`src/rtl/tas_pkg.sv`:
```
package tas_pkg;
  localparam int unsigned BYTE_W = 8;
  localparam int unsigned CCR_W  = 5;
  localparam int unsigned CC_C   = 0;
  localparam int unsigned CC_V   = 1;
  localparam int unsigned CC_Z   = 2;
  localparam int unsigned CC_N   = 3;
  localparam int unsigned CC_X   = 4;
  localparam logic [BYTE_W-1:0] SET_MASK = 8'h80;

  typedef enum logic [2:0] {
    ST_IDLE = 3'd0,
    ST_ARB  = 3'd1,
    ST_RD   = 3'd2,
    ST_WR   = 3'd3,
    ST_FIN  = 3'd4
  } tas_st_e;
endpackage

```
`src/rtl/tas_ctrl.sv`:
```
module tas_ctrl
  import tas_pkg::*;
(
  input  logic    clk,
  input  logic    rst_n,
  input  logic    req_valid,
  input  logic    bus_gnt,
  input  logic    bus_ack,
  input  logic    bus_err,
  output tas_st_e st,
  output logic    accept,
  output logic    rd_cap,
  output logic    fail_q
);
  tas_st_e st_d;
  logic    fail_set;
  logic    fail_en;
  logic    fail_d;

  always_comb begin
    st_d = st;
    unique case (st)
      ST_IDLE: if (req_valid) st_d = ST_ARB;
      ST_ARB:  if (bus_gnt) st_d = ST_RD;
      ST_RD: begin
        if (bus_err)      st_d = ST_FIN;
        else if (bus_ack) st_d = ST_WR;
      end
      ST_WR:   if (bus_err || bus_ack) st_d = ST_FIN;
      ST_FIN:  st_d = ST_IDLE;
      default: st_d = ST_IDLE;
    endcase
  end

  always_comb begin
    accept   = (st == ST_IDLE) && req_valid;
    rd_cap   = (st == ST_RD) && bus_ack && !bus_err;
    fail_set = ((st == ST_RD) || (st == ST_WR)) && bus_err;
    fail_en  = accept || fail_set;
    fail_d   = fail_set;
  end

  always_ff @(posedge clk or negedge rst_n) begin
    if (!rst_n) st <= ST_IDLE;
    else        st <= st_d;
  end

  always_ff @(posedge clk or negedge rst_n) begin
    if (!rst_n)       fail_q <= 1'b0;
    else if (fail_en) fail_q <= fail_d;
  end

  a_r8_fin_returns_idle: assert property (@(posedge clk) disable iff (!rst_n)
    (st == ST_FIN) |=> (st == ST_IDLE));

  a_r11_rd_err_skips_write: assert property (@(posedge clk) disable iff (!rst_n)
    (st == ST_RD && bus_err) |=> (st == ST_FIN));

  a_r7_write_follows_read: assert property (@(posedge clk) disable iff (!rst_n)
    (st == ST_WR) |-> ($past(st) == ST_RD || $past(st) == ST_WR));

  a_r7_no_read_before_grant: assert property (@(posedge clk) disable iff (!rst_n)
    (st == ST_RD && $past(st) != ST_RD) |-> $past(bus_gnt));
endmodule

```
`src/rtl/tas_ccr.sv`:
```
module tas_ccr
  import tas_pkg::*;
(
  input  logic              clk,
  input  logic              rst_n,
  input  logic              accept,
  input  logic              rd_cap,
  input  logic              req_x,
  input  logic [BYTE_W-1:0] rdata,
  output logic [CCR_W-1:0]  ccr,
  output logic [BYTE_W-1:0] wdata
);
  logic              x_q;
  logic [BYTE_W-1:0] rd_q;
  logic [CCR_W-1:0]  ccr_q;
  logic [CCR_W-1:0]  ccr_d;

  always_comb begin
    ccr_d       = '0;
    ccr_d[CC_X] = x_q;
    ccr_d[CC_N] = rdata[BYTE_W-1];
    ccr_d[CC_Z] = (rdata == '0);
    ccr_d[CC_V] = 1'b0;
    ccr_d[CC_C] = 1'b0;
  end

  always_ff @(posedge clk or negedge rst_n) begin
    if (!rst_n)      x_q <= 1'b0;
    else if (accept) x_q <= req_x;
  end

  always_ff @(posedge clk or negedge rst_n) begin
    if (!rst_n) begin
      rd_q  <= '0;
      ccr_q <= '0;
    end else if (rd_cap) begin
      rd_q  <= rdata;
      ccr_q <= ccr_d;
    end
  end

  assign ccr   = ccr_q;
  assign wdata = rd_q | SET_MASK;

  a_r2_neg_from_read: assert property (@(posedge clk) disable iff (!rst_n)
    rd_cap |=> (ccr[CC_N] == $past(rdata[BYTE_W-1])));

  a_r3_zero_from_read: assert property (@(posedge clk) disable iff (!rst_n)
    rd_cap |=> (ccr[CC_Z] == ($past(rdata) == '0)));

  a_r9_ccr_holds: assert property (@(posedge clk) disable iff (!rst_n)
    !rd_cap |=> $stable(ccr));

  a_r5_wdata_sets_msb: assert property (@(posedge clk) disable iff (!rst_n)
    rd_cap |=> (wdata == ($past(rdata) | SET_MASK)));
endmodule

```
`src/rtl/tas_engine.sv`:
```
module tas_engine
  import tas_pkg::*;
#(
  parameter int unsigned ADDR_W = 32
) (
  input  logic              clk,
  input  logic              rst_n,
  input  logic              req_valid,
  input  logic [ADDR_W-1:0] req_addr,
  input  logic              req_x,
  output logic              busy,
  output logic              done,
  output logic              err,
  output logic [CCR_W-1:0]  ccr,
  output logic              bus_req,
  input  logic              bus_gnt,
  output logic              bus_lock,
  output logic              bus_valid,
  output logic              bus_we,
  output logic [ADDR_W-1:0] bus_addr,
  output logic [BYTE_W-1:0] bus_wdata,
  input  logic [BYTE_W-1:0] bus_rdata,
  input  logic              bus_ack,
  input  logic              bus_err
);
  tas_st_e           st;
  logic              accept;
  logic              rd_cap;
  logic              fail_q;
  logic [ADDR_W-1:0] addr_q;

  tas_ctrl u_ctrl (
    .clk       (clk),
    .rst_n     (rst_n),
    .req_valid (req_valid),
    .bus_gnt   (bus_gnt),
    .bus_ack   (bus_ack),
    .bus_err   (bus_err),
    .st        (st),
    .accept    (accept),
    .rd_cap    (rd_cap),
    .fail_q    (fail_q)
  );

  tas_ccr u_ccr (
    .clk    (clk),
    .rst_n  (rst_n),
    .accept (accept),
    .rd_cap (rd_cap),
    .req_x  (req_x),
    .rdata  (bus_rdata),
    .ccr    (ccr),
    .wdata  (bus_wdata)
  );

  always_ff @(posedge clk or negedge rst_n) begin
    if (!rst_n)      addr_q <= '0;
    else if (accept) addr_q <= req_addr;
  end

  always_comb begin
    busy      = (st != ST_IDLE);
    bus_lock  = (st == ST_ARB) || (st == ST_RD) || (st == ST_WR);
    bus_req   = bus_lock;
    bus_valid = (st == ST_RD) || (st == ST_WR);
    bus_we    = (st == ST_WR);
    done      = (st == ST_FIN);
    err       = done && fail_q;
    bus_addr  = addr_q;
  end

  a_r6_valid_under_lock: assert property (@(posedge clk) disable iff (!rst_n)
    bus_valid |-> (bus_lock && bus_req));

  a_r6_lock_drops_after_write: assert property (@(posedge clk) disable iff (!rst_n)
    (bus_valid && bus_we && (bus_ack || bus_err)) |=> !bus_lock);

  a_r10_done_while_busy: assert property (@(posedge clk) disable iff (!rst_n)
    done |-> busy);

  a_r11_err_only_with_done: assert property (@(posedge clk) disable iff (!rst_n)
    err |-> done);

  a_r8_done_single_pulse: assert property (@(posedge clk) disable iff (!rst_n)
    done |=> !done);

  a_r1_addr_steady: assert property (@(posedge clk) disable iff (!rst_n)
    (bus_valid && $past(bus_valid)) |-> $stable(bus_addr));
endmodule

```
`config.mk`:
```
export PLATFORM = sky130hd
export DESIGN_NAME = tas_engine
export DESIGN_NICKNAME = d
export VERILOG_FILES = /design/src/rtl/tas_pkg.sv /design/src/rtl/tas_ctrl.sv /design/src/rtl/tas_ccr.sv /design/src/rtl/tas_engine.sv
export SDC_FILE = /design/constraint.sdc
export NUM_CORES = 1
export LEC_CHECK = 0
export ABC_CLOCK_PERIOD_IN_PS = 1600
export BUFFER_PORTS_ARGS = -buffer_cell sky130_fd_sc_hd__buf_2
export CAP_MARGIN = 0
export CELL_PAD_IN_SITES_DETAIL_PLACEMENT = 1
export CELL_PAD_IN_SITES_GLOBAL_PLACEMENT = 1
export CORE_MARGIN = 5
export CORE_UTILIZATION = 32
export DETAILED_ROUTE_END_ITERATION = 12
export PLACE_DENSITY_LB_ADDON = 0.1
export SLEW_MARGIN = 10
export SYNTH_ARGS = -nofsm -noshare
export SYNTH_HDL_FRONTEND = slang
export SYNTH_SLANG_ARGS = --single-unit
```
`constraint.sdc`:
```
create_clock -name clk -period 1.6 [get_ports clk]
set_clock_uncertainty 0.05 [all_clocks]
set_input_delay 0 -clock clk [delete_from_list [all_inputs] [get_ports clk]]
set_output_delay 0 -clock clk [all_outputs]
set_load 0.005 [all_outputs]
```
# After elaboration in Yosys (flattened, before gate mapping)
# Cells that the tools add are included.
dict set report word_totals {
  elab_cells 35
  out_inout_bits 52
  register_bits 47
  in_bits 47
}
dict set report op_classes {
  n_eq_ne 8
  n_reduce_logical 15
  n_mux 6
}
# operator count
set op_table {}
lappend op_table {{3-bit two-way mux} 5}
lappend op_table {{3-bit case mux with 4 select lines} 1}
lappend op_table {{8-bit logical NOT} 1}
lappend op_table {{3-bit by 2-bit == test with 1-bit output, second input constant} 2}
lappend op_table {{1-bit logical AND} 5}
lappend op_table {{1-bit logical OR} 5}
lappend op_table {{2-bit inequality test, second input constant} 2}
lappend op_table {{4-bit AND reduction} 1}
lappend op_table {{3-bit by 1-bit == test with 1-bit output, second input constant} 1}
lappend op_table {{3-bit == test, second input constant} 1}
lappend op_table {{3-bit logical NOT} 1}
lappend op_table {{3-bit inequality test, second input constant} 1}
lappend op_table {{3-bit nonzero test} 1}
lappend op_table {{2-bit by 1-bit inequality test with 1-bit output, second input constant} 1}
lappend op_table {{1-bit logical NOT} 1}

# Depth between registers and ports, before layout
# Gate-level depths: netlist (run 1).
dict set report depth {
  ltp_word 4
  ltp_mapped 4
}

# By module
# From an unflattened synthesis (run 1), not the netlist that was laid out.
dict set report unflattened {
  cells_unflattened 130
  hier_area_um2 2098.3
}
# module cells_each instances area_per_inst_um2 seq_area_each_um2
set by_module_without_submodules {}
lappend by_module_without_submodules {tas_engine 75 1 1401.3 800.8}
lappend by_module_without_submodules {tas_ccr 32 1 500.5 275.3}
lappend by_module_without_submodules {tas_ctrl 23 1 196.4 100.1}

# Worst setup path before layout (run 1)
# No wires, ideal clock.
dict set report synth_timing {
  path_kind {reg2reg}
  startpoint {reg u_ctrl.st[0]}
  endpoint {reg addr_q[10] (netlist: bus_addr[10])}
  setup_time_ps 125
  synth_period_minus_slack_ps 1668
  stages_incl_launch_ff 5
  required_time_ps 1425
  n_path_buf 1
  setup_slack_ps -68
  t_arrival_ps 1493
  cell_sequence {dfrtp_1 -> or3_4 -> nor2_8 -> buf_12 -> mux2_4}
}
dict set report synth_between {
  elab_chain_len 2
}
# item line_no
set synth_rtl {}
lappend synth_rtl {{start: declaration} tas_ctrl.sv:10} ;# output tas_st_e st,
lappend synth_rtl {{start signal: assignment} tas_ctrl.sv:45} ;# else st <= st_d;
lappend synth_rtl {{3-bit logical NOT} tas_ctrl.sv:36} ;# accept = (st == ST_IDLE) && req_valid;
lappend synth_rtl {{1-bit logical AND} tas_ctrl.sv:36}
lappend synth_rtl {{end signal: assignment} tas_engine.sv:58} ;# else if (accept) addr_q <= req_addr;
lappend synth_rtl {{end: declaration} tas_engine.sv:30} ;# logic [ADDR_W-1:0] addr_q;
# No other way between the ends.
# A chain may end at the register's enable or synchronous reset.

# Worst setup path in the final report (run 1)
dict set report layout_timing {
  startpoint {reg u_ctrl.st[1]}
  endpoint {reg addr_q[4] (netlist: bus_addr[4])}
}
# Same word-level chain as after synthesis.

==> results of run 1 <==
-- power groups by stage --
stage | logic, mW | clock network [mW] | registers (mW)
final | 2.65 | 0.856 | 2.11
after global routing | 2.86 | 0.937 | 2.20
after CTS | 2.58 | 0.890 | 2.12
after detailed placement | 2.42 | 0 | 2.13
after global placement | 2.36 | 0 | 2.09
after floorplan | 1.36 | 0 | 2.17
-- worst register-to-register path: cells and delay by family, from the launching register on --
| family | cells | cell delay (ns) |
|---|---|---|
| and+or+nand+nor | 2 | 0.57 |
| DFF | 1 | 0.40 |
| muxes | 1 | 0.31 |
| buffers and inverters | 1 | 0.19 |
-- cells in the final DEF (no fill, tap or decap), types with 2 or more instances in the layout --
cell	n
sky130_fd_sc_hd__a21oi_1	3
sky130_fd_sc_hd__buf_12	4
sky130_fd_sc_hd__buf_2	95
sky130_fd_sc_hd__buf_4	6
sky130_fd_sc_hd__buf_6	4
sky130_fd_sc_hd__clkbuf_8	5
sky130_fd_sc_hd__conb_1	3
sky130_fd_sc_hd__dfrtp_1	47
sky130_fd_sc_hd__dlygate4sd3_1	45
sky130_fd_sc_hd__inv_1	5
sky130_fd_sc_hd__mux2_4	42
sky130_fd_sc_hd__nand2_1	2
sky130_fd_sc_hd__nor2_1	4
sky130_fd_sc_hd__nor4_1	2
-- flip-flops by register name (all words and copies together), names as in the netlist --
register	count
bus_addr	32
u_ccr.ccr	3
u_ccr.rd_q	7
u_ccr.x_q	1
u_ctrl.fail_q	1
u_ctrl.st	3
-- layer usage --
layer	vias up	routed length, um
met5	-	0
met1	785	2177
li1	742	-
met4	0	40
met3	5	305
met2	51	3028
-- worst max path at each step --
stage | start | to | slack [ns] | cells past startpoint
3_3_place_gp | u_ctrl.st[0] | bus_addr[16] | 0.0002 | 4
2_1_floorplan | u_ctrl.st[0] | bus_addr[10] | -0.07 | 4
6_report | u_ctrl.st[1] | bus_addr[4] | -0.02 | 4
5_1_grt | u_ctrl.st[0] | bus_addr[13] | -0.09 | 4
3_5_place_dp | u_ctrl.st[0] | bus_addr[4] | -0.03 | 4
4_1_cts | u_ctrl.st[0] | bus_addr[4] | -0.04 | 4
-- cells in the mapped netlist (all sizes together) --
library cell  instances
nand2b                1
or3                   1
inv                   5
conb                  2
nand3b                1
mux2                 42
buf                   8
and3                  1
nor2                  5
o22ai                 1
nor2b                 1
a311oi                1
nand2                 2
nor4b                 1
o21ai                 1
nor3                  1
mux2i                 1
dfrtp                47
a21oi                 3
nor4                  2
and2                  2
-- metrics by stage --
step           hold slack, ns  TNS (ns)  cell area [sq um]
3_5_place_dp         -0.05576   -0.2706               2656
3_3_place_gp         -0.07932         0               2656
4_1_cts                0.1685   -0.4376               3266
2_1_floorplan         -0.3456    -1.952               2057
5_1_grt                0.2151    -2.533               3329
6_report               0.1534  -0.08024               3329
-- cell families (layout without fill, tap and decap cells) --
family	count (synthesis)	count (layout)	share of synthesized area, %
AND/OR/NAND/NOR	18	18	6.155
other	2	3	0.3658
multiplexers	43	43	28.82
buffers and inverters	13	167	5.668
flip-flops	47	47	57.28
AO/OA/AOI/OAI	6	6	1.706
-- what timing repair did --
action | 4_1_cts | 5_1_grt
gates resized for setup | 8 | 13
hold buffers | 45 | 0
buffers inserted | 1 | 2
pin swaps | 0 | 1
cloned | 1 | 0
hold endpoints to repair | 64 | 0
endpoints found under the setup margin | 30 | 43
-- layout make-up --
cell class,count,area [sq um],share of cell area [%]
inverter,5,18.77,0.5637
clock inverter,3,43.79,1.315
multi-input combinational,70,829.5,24.92
tap,77,96.34,2.894
timing repair buffer,154,1096,32.92
sequential,47,1176,35.33
clock buffer,5,68.82,2.067
==> summary.md, run 1 <==
| Metric | Value |
|---|---|
| Worst setup slack after layout | -0.01608 ns |
| Antenna diode instance count | 0 |
| Placed wire-length estimate | 3897 um |
| Number of core rows | 29 |
| Met1 Resource Use GR | 15.67% |
| Hold Path Class | in2async |
| Fraction of power consumed by combinational cells | 47.2% |
| CP max stage delay | 0.41 ns |
| Die area | 8118 sq um |
| Sequential power share | 37.6% |
| Post-Layout Cell Count | between 300 and 400 |
| Sequential share of the synthesized area | between 50 and 60% |
| Warnings, synthesis | 0 |
| Global-route met2 utilization | 26.22% |
| Effective utilization at floorplan | around 33% |
| Share of the synthesized area in the top cell type | a little under three fifths |
| Mean post-synth cell area | roughly 16 sq um |
| Routability Congestion | 0.7463 |
| Sw Share | about 30% |
| TritonCTS clock tree | built |
| Overall routed net length | 5552 um |
| Highest ir drop seen on vdd | 0.7761 mV |
| Failing checks | negative setup slack |
| Critical Path, Cell by Cell | or3_4, nor2_8, buf_4, mux2_4 |
| Number of synthesized register bits | 47 |
| Clk root buf | sky130_fd_sc_hd__clkbuf_8 |
| Die W | 90.10 um |
| Reg2Reg Setup Slack | -0.02 ns |
| Gate Count Post-Synth | roughly 130 |
| Overall track demand over capacity in global routing | 13.98% |
| Design Power | 5.619 mW |
| Result of the run | finished, violations left |
| Most congested layer reported by global routing | met2 |
| I/O Buffers | 95 |
| Pin count of the biggest net entering global routing | 29 |
| Power spent charging and discharging nets | 1.661 mW |
| Start of the worst register-to-register path | u_ctrl.st[1] |
| Number of DRC violations after detailed-routing iteration 0 | 6 |
| Critical register-to-register path endpoint | bus_addr[4] |
| Synth cell types | 25 |
| Number of antenna violations at the first check in global routing | 0 |
| Sum of overflow across all layers after global routing | 0 |
| Slowest stage cell on the critical path | sky130_fd_sc_hd__or3_4 |
| Count of buffering cells on the critical path with inverters included | 1 |
| Number of DRC violations after detailed routing | 0 |
| Setup slack at placement | -0.03032 ns |
| Routed length per placed instance | roughly 15 um |
| Share of layout cells above drive strength 1 | 57.75% |
| Number of cells in the design after placement | about 300 |
| Clock-pin slew of the registers on the worst-case setup and hold paths | 0.09 ns |
| Main area contributors after synthesis | sky130_fd_sc_hd__dfrtp_1 57%, sky130_fd_sc_hd__mux2_4 21%, sky130_fd_sc_hd__mux2_2 7.1%, sky130_fd_sc_hd__buf_12 2.9%, sky130_fd_sc_hd__buf_4 1.8% |
| Register-to-Register Path Depth | 4 |
| Endpoint arrival time on the critical path | 1.76 ns |
| Finish-stage setup viols | 16 |
| Remaining antenna violation count | 0 |
| Ratio of total power to cell area | 1688 nW/um^2 |
| H-tree levels | 2 |
| Netlist area before placement | 2053 sq um |
| Number of maximum-capacitance constraint violations | 0 |
| Type of the worst setup path | reg2reg |
| Kind of cell with the highest combined delay on the critical path | simple AND/OR/NAND/NOR gates |
| WP data required | 1.74 ns |
| Max Transition Viols Final | 0 |
| IO Count | 99 |
| Maximum fanout encountered on the critical timing path | 5 |
| Crit path launch type | flip-flop |
| Number of global-route vias before repair | about 1900 |
| Drt pass-1 iters | 3 |
| Core box area | 6314 sq um |
| Maximum count of clock buffers along a single path | 2 |
| Final cycle utilization of the critical path | 101.0% |
| Yosys top cell by area | sky130_fd_sc_hd__dfrtp_1 |
| Wire length of the first global-routing pass | 9370 um |
| GR Layer Usage met3 | under 10% |
| Clock insertion delay at the later pin of the skew report | 0.29 ns |
| Max Clock Freq | 618.8 MHz |
| Minimum period implied by the final worst setup slack | between 1.5 and 2 ns |
| Final Util | ~53% |
| Signed area change from the synthesized netlist to the final layout | 62.16% |
| Fill cell total of the finished layout | 661 |
| Via count | around 1600 |
| Final hold violations | 0 |
| Static power due to leakage | 1.688 nW |
| Via density per instance | 4.385 |
| Sinks on the clock net | 47 |
| P_int | just under 4 mW |
| Setup repair after global routing missed its margin | yes |
| Clock buffer count from CTS | 5 |
| Critical path endpoint category | flip-flop |
| Clk pwr share | approximately 15% |
| Number of nets in the layout | 330 |
| Vert. Die Dim | 90.10 um |
No activity file was read; power rests on OpenSTA's default activity.
==> run 2, diff against run 1 <==
Settings changed: CELL_PAD_IN_SITES_DETAIL_PLACEMENT 1 to not set, CELL_PAD_IN_SITES_GLOBAL_PLACEMENT 1 to not set, CORE_UTILIZATION 32 to 41, HOLD_SLACK_MARGIN set to 0.08, PLACE_DENSITY set to 0.75, PLACE_DENSITY_LB_ADDON 0.1 to not set.
==> summary.md, run 2 (synthesis gave the netlist of run 1 again) <==
| Metric | Value |
|---|---|
| Crit path launch type | flip-flop |
| Final Util | 68.21% (+15 points) |
| Wire length of the first global-routing pass | 8307 um (-11%) |
| Clock buffer count from CTS | 5 (unchanged) |
| Total cell area at the placement stage | 2619 sq um (-1.4%) |
| Overall track demand over capacity in global routing | 17.05% (+3.1 points) |
| Highest-count cells in the layout ignoring fill and taps | 95 x sky130_fd_sc_hd__buf_2, 47 x sky130_fd_sc_hd__dfrtp_1, 46 x sky130_fd_sc_hd__dlygate4sd3_1, 40 x sky130_fd_sc_hd__mux2_4, 8 x sky130_fd_sc_hd__buf_4 |
| Share of layout cells above drive strength 1 | 58.10% (+0.35 points) |
| Static power due to leakage | 1.664 nW (-1.4%) |
| Final cycle utilization of the critical path | 100.3% (-0.73 points) |
| Max reg flops | 32 (unchanged) |
| Design area | 3264 sq um (-2.0%) |
| Number of DRC violations after detailed routing | 0 (unchanged) |
| Critical path endpoint category | flip-flop |
| Transition time of the tightest slew-check pin | 0.5055 ns |
| Highest ir drop seen on vdd | 0.9805 mV (+26%) |
| Max Clock Freq | 623.3 MHz (+0.73%) |
| Clk root buf | sky130_fd_sc_hd__clkbuf_8 |
| Pin count of the biggest net entering global routing | 27 (-6.9%) |
| Sum of negative setup slack | -0.01010 ns (+0.07014 ns) |
| Worst setup slack after layout | -0.004346 ns (+0.01173 ns) |
| Number of global-route vias before repair | 1763 (-5.4%) |
| Sum of overflow across all layers after global routing | 0 (unchanged) |
| Maximum count of clock buffers along a single path | 2 (unchanged) |
| IO Count | 99 (unchanged) |
| Sinks on the clock net | 47 (unchanged) |
| Max Transition Viols Final | 0 (unchanged) |
| Setup slack at placement | -0.02015 ns (+0.01017 ns) |
| Die area | 6523 sq um (-20%) |
| Clock-pin slew of the registers on the worst-case setup and hold paths | 0.08 ns (about the same) |
| Placed wire-length estimate | 3437 um (-12%) |
| Endpoint arrival time on the critical path | 1.73 ns (-0.03 ns) |
| Most frequent standard cell in the layout excluding fill and tap cells | sky130_fd_sc_hd__buf_2 |
| Failing checks | negative setup slack |
| Hold Path Class | in2reg |
| Routed length per placed instance | 15.28 um (-0.66%) |
| Number of maximum-capacitance constraint violations | 0 (unchanged) |
| Clock insertion delay at the later pin of the skew report | 0.29 ns (about the same) |
| Fill cell total of the finished layout | 352 (-47%) |
| TritonCTS clock tree | built |
| Number of DRC violations after detailed-routing iteration 0 | 43 (+37) |
| Remaining antenna violation count | 0 (unchanged) |
| Finish-stage setup viols | 3 (-13) |
| Ratio of total power to cell area | 1653 nW/um^2 (-2.1%) |
| Vert. Die Dim | 80.77 um (-10%) |
| Minimum period implied by the final worst setup slack | 1.604 ns (-0.01173 ns) |
| WP data required | 1.72 ns (-0.02 ns) |
| Drt pass-1 iters | 4 (+1) |
| Signed area change from the synthesized netlist to the final layout | 58.99% |
| Core box area | 4786 sq um (-24%) |
| Type of the worst setup path | reg2reg |
| Final hold violations | 0 (unchanged) |
| Design Power | 5.396 mW (-4.0%) |
| Number of core rows | 25 (-14%) |
| I/O Buffers | 95 (unchanged) |
| Setup repair after global routing missed its margin | yes |
| Routability Congestion | 0.8497 (+14%) |
| Die W | 80.77 um (-10%) |
| H-tree levels | 2 (unchanged) |
| Number of nets in the layout | 330 (unchanged) |
| Maximum fanout encountered on the critical timing path | 16 (+11) |
| Result of the run | finished, violations left |
| Via density per instance | 4.554 (+3.9%) |
| Effective utilization at floorplan | 42.90% (+10 points) |
| Via count | 1603 (+1.3%) |
| Number of antenna violations at the first check in global routing | 0 (unchanged) |
| Overall routed net length | 5378 um (-3.1%) |
| Worst slew slack as a fraction of its limit | roughly two thirds |
run 2: layer usage:
metal / part of all wire (%) / wire length, um / track usage (%)
met1: 38 / 2041 / 19.14
met5: 0 / 0 / 0
met3: 5.4 / 290 / 4.213
met2: 55 / 2942 / 30.71
met4: 1.9 / 104 / 7.264
run 2: power breakdown:
group | internal [mW] | total, mW | switching [mW] | leakage [nW]
Combinational | 1.65 | 2.59 | 0.941 | 1.05
Clock | 0.299 | 0.671 | 0.372 | 0.0477
Sequential | 1.79 | 2.13 | 0.346 | 0.562
run 2: area by class of cell:
cell class                      instances  area [sq um]  area share, %
Antenna cell                            1         2.502        0.07666
Clock buffer                            5         68.82          2.108
Clock inverter                          3         15.01         0.4599
Inverter                                5         18.77         0.5749
Multi-Input combinational cell         70         829.5          25.41
Sequential cell                        47          1176          36.03
Tap cell                               67         83.83          2.568
Timing Repair Buffer                  154          1070          32.77
run 2: repair_timing:
item	CTS	global route
hold buffers	46	0
hold endpoints to repair	93	0
setup buffers	0	2
endpoints found under the setup margin	19	43
pin swaps	0	1
cloned	0	1
resized for setup	3	17
run 2: final timing paths:
path	to	cells after the start	slack, ns	startpoint
max in group asynchronous	bus_addr[12]	3	0.83	rst_n
worst min-delay path	u_ctrl.st[0]	4	0.12	req_valid
worst min register to register	bus_addr[15]	1	0.46	bus_addr[15]
min in group asynchronous	u_ccr.rd_q[2]	2	0.16	rst_n
worst max register to register	bus_addr[7]	4	-0.004	u_ctrl.st[0]
worst max-delay path	bus_addr[7]	4	-0.004	u_ctrl.st[0]
run 2: critical path: stages (launching register included):
cell	delay (ns)
sky130_fd_sc_hd__dfrtp_1	0.39
sky130_fd_sc_hd__or3_4	0.42
sky130_fd_sc_hd__nor2_8	0.12
sky130_fd_sc_hd__buf_12	0.18
sky130_fd_sc_hd__mux2_4	0.32
run 2: stage by stage:
stage / instances / hold slack, ns
final: 352 / 0.1176
after CTS: 348 / 0.1003
after global placement: 294 / -0.06056
after global routing: 351 / 0.1263
after detailed placement: 294 / -0.05170
after floorplan: 130 / -0.3456
==> run 3, diff against run 2 <==
Settings changed: PLACE_DENSITY 0.75 to 0.83.
==> summary.md, run 3 (synthesis gave the netlist of run 1 again) <==
| Metric | Value |
|---|---|
| Number of cells in the design after placement | 294 (unchanged) |
| Most frequent standard cell in the layout excluding fill and tap cells | sky130_fd_sc_hd__buf_2 |
| Total cell area at the placement stage | 2619 sq um (unchanged) |
| Crit path launch type | flip-flop |
| Design area | 3287 sq um (+0.69%) |
| Sw Share | 30.68% (-0.063 points) |
| Failing checks | negative setup slack |
| WP data required | 1.73 ns (about the same) |
| H-tree levels | 2 (unchanged) |
| I/O Buffers | 95 (unchanged) |
| Fraction of power consumed by combinational cells | 48.4% (+0.4 points) |
| Clock insertion delay at the later pin of the skew report | 0.29 ns (about the same) |
| Power spent charging and discharging nets | 1.668 mW (+0.58%) |
| Highest ir drop seen on vdd | 1.035 mV (+5.6%) |
| Ratio of total power to cell area | 1655 nW/um^2 (about the same) |
| Clk pwr share | 12.6% (+0.2 points) |
| Number of global-route vias before repair | 1776 (+0.74%) |
| IO Count | 99 (unchanged) |
| Die W | 80.77 um (unchanged) |
| Maximum fanout encountered on the critical timing path | 8 (-8) |
| Critical path endpoint category | flip-flop |
| Signed area change from the synthesized netlist to the final layout | 60.09% |
| Number of core rows | 25 (unchanged) |
| Overall track demand over capacity in global routing | 16.92% (-0.13 points) |
| Max Transition Viols Final | 0 (unchanged) |
| Minimum period implied by the final worst setup slack | 1.644 ns (+0.03983 ns) |
| Max Clock Freq | 608.2 MHz (-2.4%) |
| Hold Path Class | in2async |
| Antenna diode instance count | 0 (-1) |
| Routed length per placed instance | 15.97 um (+4.5%) |
| Clk root buf | sky130_fd_sc_hd__clkbuf_8 |
| Setup repair after global routing missed its margin | yes |
| Pin count of the biggest net entering global routing | 22 (-19%) |
| P_int | 3.770 mW (+0.88%) |
| Remaining antenna violation count | 0 (unchanged) |
| Static power due to leakage | 1.676 nW (+0.76%) |
| Post-Layout Cell Count | 355 (+0.85%) |
| Core box area | 4786 sq um (unchanged) |
| Endpoint arrival time on the critical path | 1.77 ns (+0.04 ns) |
| Design Power | 5.438 mW (+0.79%) |
| Final hold violations | 0 (unchanged) |
| Result of the run | finished, violations left |
| Placed wire-length estimate | 3579 um (+4.1%) |
| Number of DRC violations after detailed routing | 0 (unchanged) |
| Via density per instance | 4.546 (-0.16%) |
| Number of antenna violations at the first check in global routing | 0 (unchanged) |
| Effective utilization at floorplan | 42.90% (unchanged) |
| Drt pass-1 iters | 3 (-1) |
| Sum of overflow across all layers after global routing | 0 (unchanged) |
| Setup slack at placement | -0.02237 ns (-0.002224 ns) |
| Overall routed net length | 5670 um (+5.4%) |
| Clock-pin slew of the registers on the worst-case setup and hold paths | 0.09 ns (about the same) |
| Sequential power share | 39.0% (-0.5 points) |
| Type of the worst setup path | reg2reg |
| Start of the worst register-to-register path | u_ctrl.st[0] |
| Number of DRC violations after detailed-routing iteration 0 | 26 (-40%) |
| Via count | 1614 (+0.69%) |
| Highest-count cells in the layout ignoring fill and taps | 95 x sky130_fd_sc_hd__buf_2, 47 x sky130_fd_sc_hd__dfrtp_1, 45 x sky130_fd_sc_hd__dlygate4sd3_1, 34 x sky130_fd_sc_hd__mux2_4, 12 x sky130_fd_sc_hd__buf_4 |
| Wire length of the first global-routing pass | 8328 um (+0.25%) |
| Max reg flops | 32 (unchanged) |
| Critical Path Start | u_ctrl.st[0] |
| Vert. Die Dim | 80.77 um (unchanged) |
| Routability Congestion | 0.8213 (-3.3%) |
| Final cycle utilization of the critical path | 102.8% (+2.5 points) |
| Number of maximum-capacitance constraint violations | 0 (unchanged) |
| Sinks on the clock net | 47 (unchanged) |
| Clock buffer count from CTS | 5 (unchanged) |
| Maximum count of clock buffers along a single path | 2 (unchanged) |
| Die area | 6523 sq um (unchanged) |
| Number of nets in the layout | 334 (+1.2%) |
| Share of layout cells above drive strength 1 | 58.33% (+0.23 points) |
| Worst setup slack after layout | -0.04418 ns (-0.03983 ns) |
| TritonCTS clock tree | built |
| Finish-stage setup viols | 33 (+30) |
[run 3: area by class of cell]
cell class | instances | area (sq um)
timing repair buffer | 158 | 1116
tap | 67 | 83.83
sequential | 47 | 1176
clock inverter | 2 | 12.51
fill | 334 | 1499
inverter | 5 | 18.77
clock buffer | 6 | 72.57
multi-input combinational | 70 | 807.0
[run 3: stage by stage]
stage          TNS [ns]  utilization [%]  hold slack (ns)
6_report        -0.9209            68.68           0.1407
5_1_grt          -2.468            68.68           0.1830
4_1_cts         -0.8919            67.01           0.1365
3_5_place_dp    -0.2265            54.72         -0.07548
3_3_place_gp          0            54.72         -0.08378
2_1_floorplan    -1.952                -          -0.3456
[run 3: power by group through the flow]
| stage | Combinational, mW | Sequential (mW) | Clock [mW] |
|---|---|---|---|
| 2_1_floorplan | 1.36 | 2.17 | 0 |
| 3_3_place_gp | 2.27 | 2.11 | 0 |
| 3_5_place_dp | 2.36 | 2.11 | 0 |
| 4_1_cts | 2.50 | 2.11 | 0.707 |
| 5_1_grt | 2.82 | 2.20 | 0.753 |
| 6_report | 2.63 | 2.12 | 0.683 |
[run 3: worst paths after layout]
| check | end | slack [ns] | cells after the start |
|---|---|---|---|
| min in group clk | u_ctrl.st[0] | 0.21 | 4 |
| min | bus_addr[9] | 0.14 | 2 |
| max | bus_addr[15] | -0.04 | 4 |
| max reg2reg | bus_addr[15] | -0.04 | 4 |
| max in group asynchronous | u_ctrl.st[0] | 0.78 | 3 |
| min reg2reg | u_ccr.rd_q[1] | 0.46 | 1 |
[run 3: per-layer routing]
| layer | GRT usage (%) | part of all wire (%) | vias to the layer above | routed length [um] |
|---|---|---|---|---|
| met5 | 0 | 0 | - | 0 |
| met2 | 33.28 | 57 | 52 | 3258 |
| met4 | 4.561 | 0.85 | 0 | 48 |
| li1 | - | - | 753 | - |
| met1 | 17.61 | 37 | 803 | 2079 |
| met3 | 4.324 | 5.0 | 6 | 284 |
[run 3: worst max-delay path: stages, from the launching register on]
cell and delay (ns):
sky130_fd_sc_hd__dfrtp_1 0.39, sky130_fd_sc_hd__or3_4 0.43, sky130_fd_sc_hd__nor2_8 0.17, sky130_fd_sc_hd__clkbuf_16 0.19, sky130_fd_sc_hd__mux2_4 0.30
[run 3: timing repair]
item / 4_1_cts / 5_1_grt
gates resized for setup: 5 / 9
setup endpoints to repair: 40 / 44
hold buffers: 46 / 0
buffers inserted: 2 / 3
pin swaps: 0 / 0
endpoints found under the hold margin: 93 / 0
cloned: 1 / 1
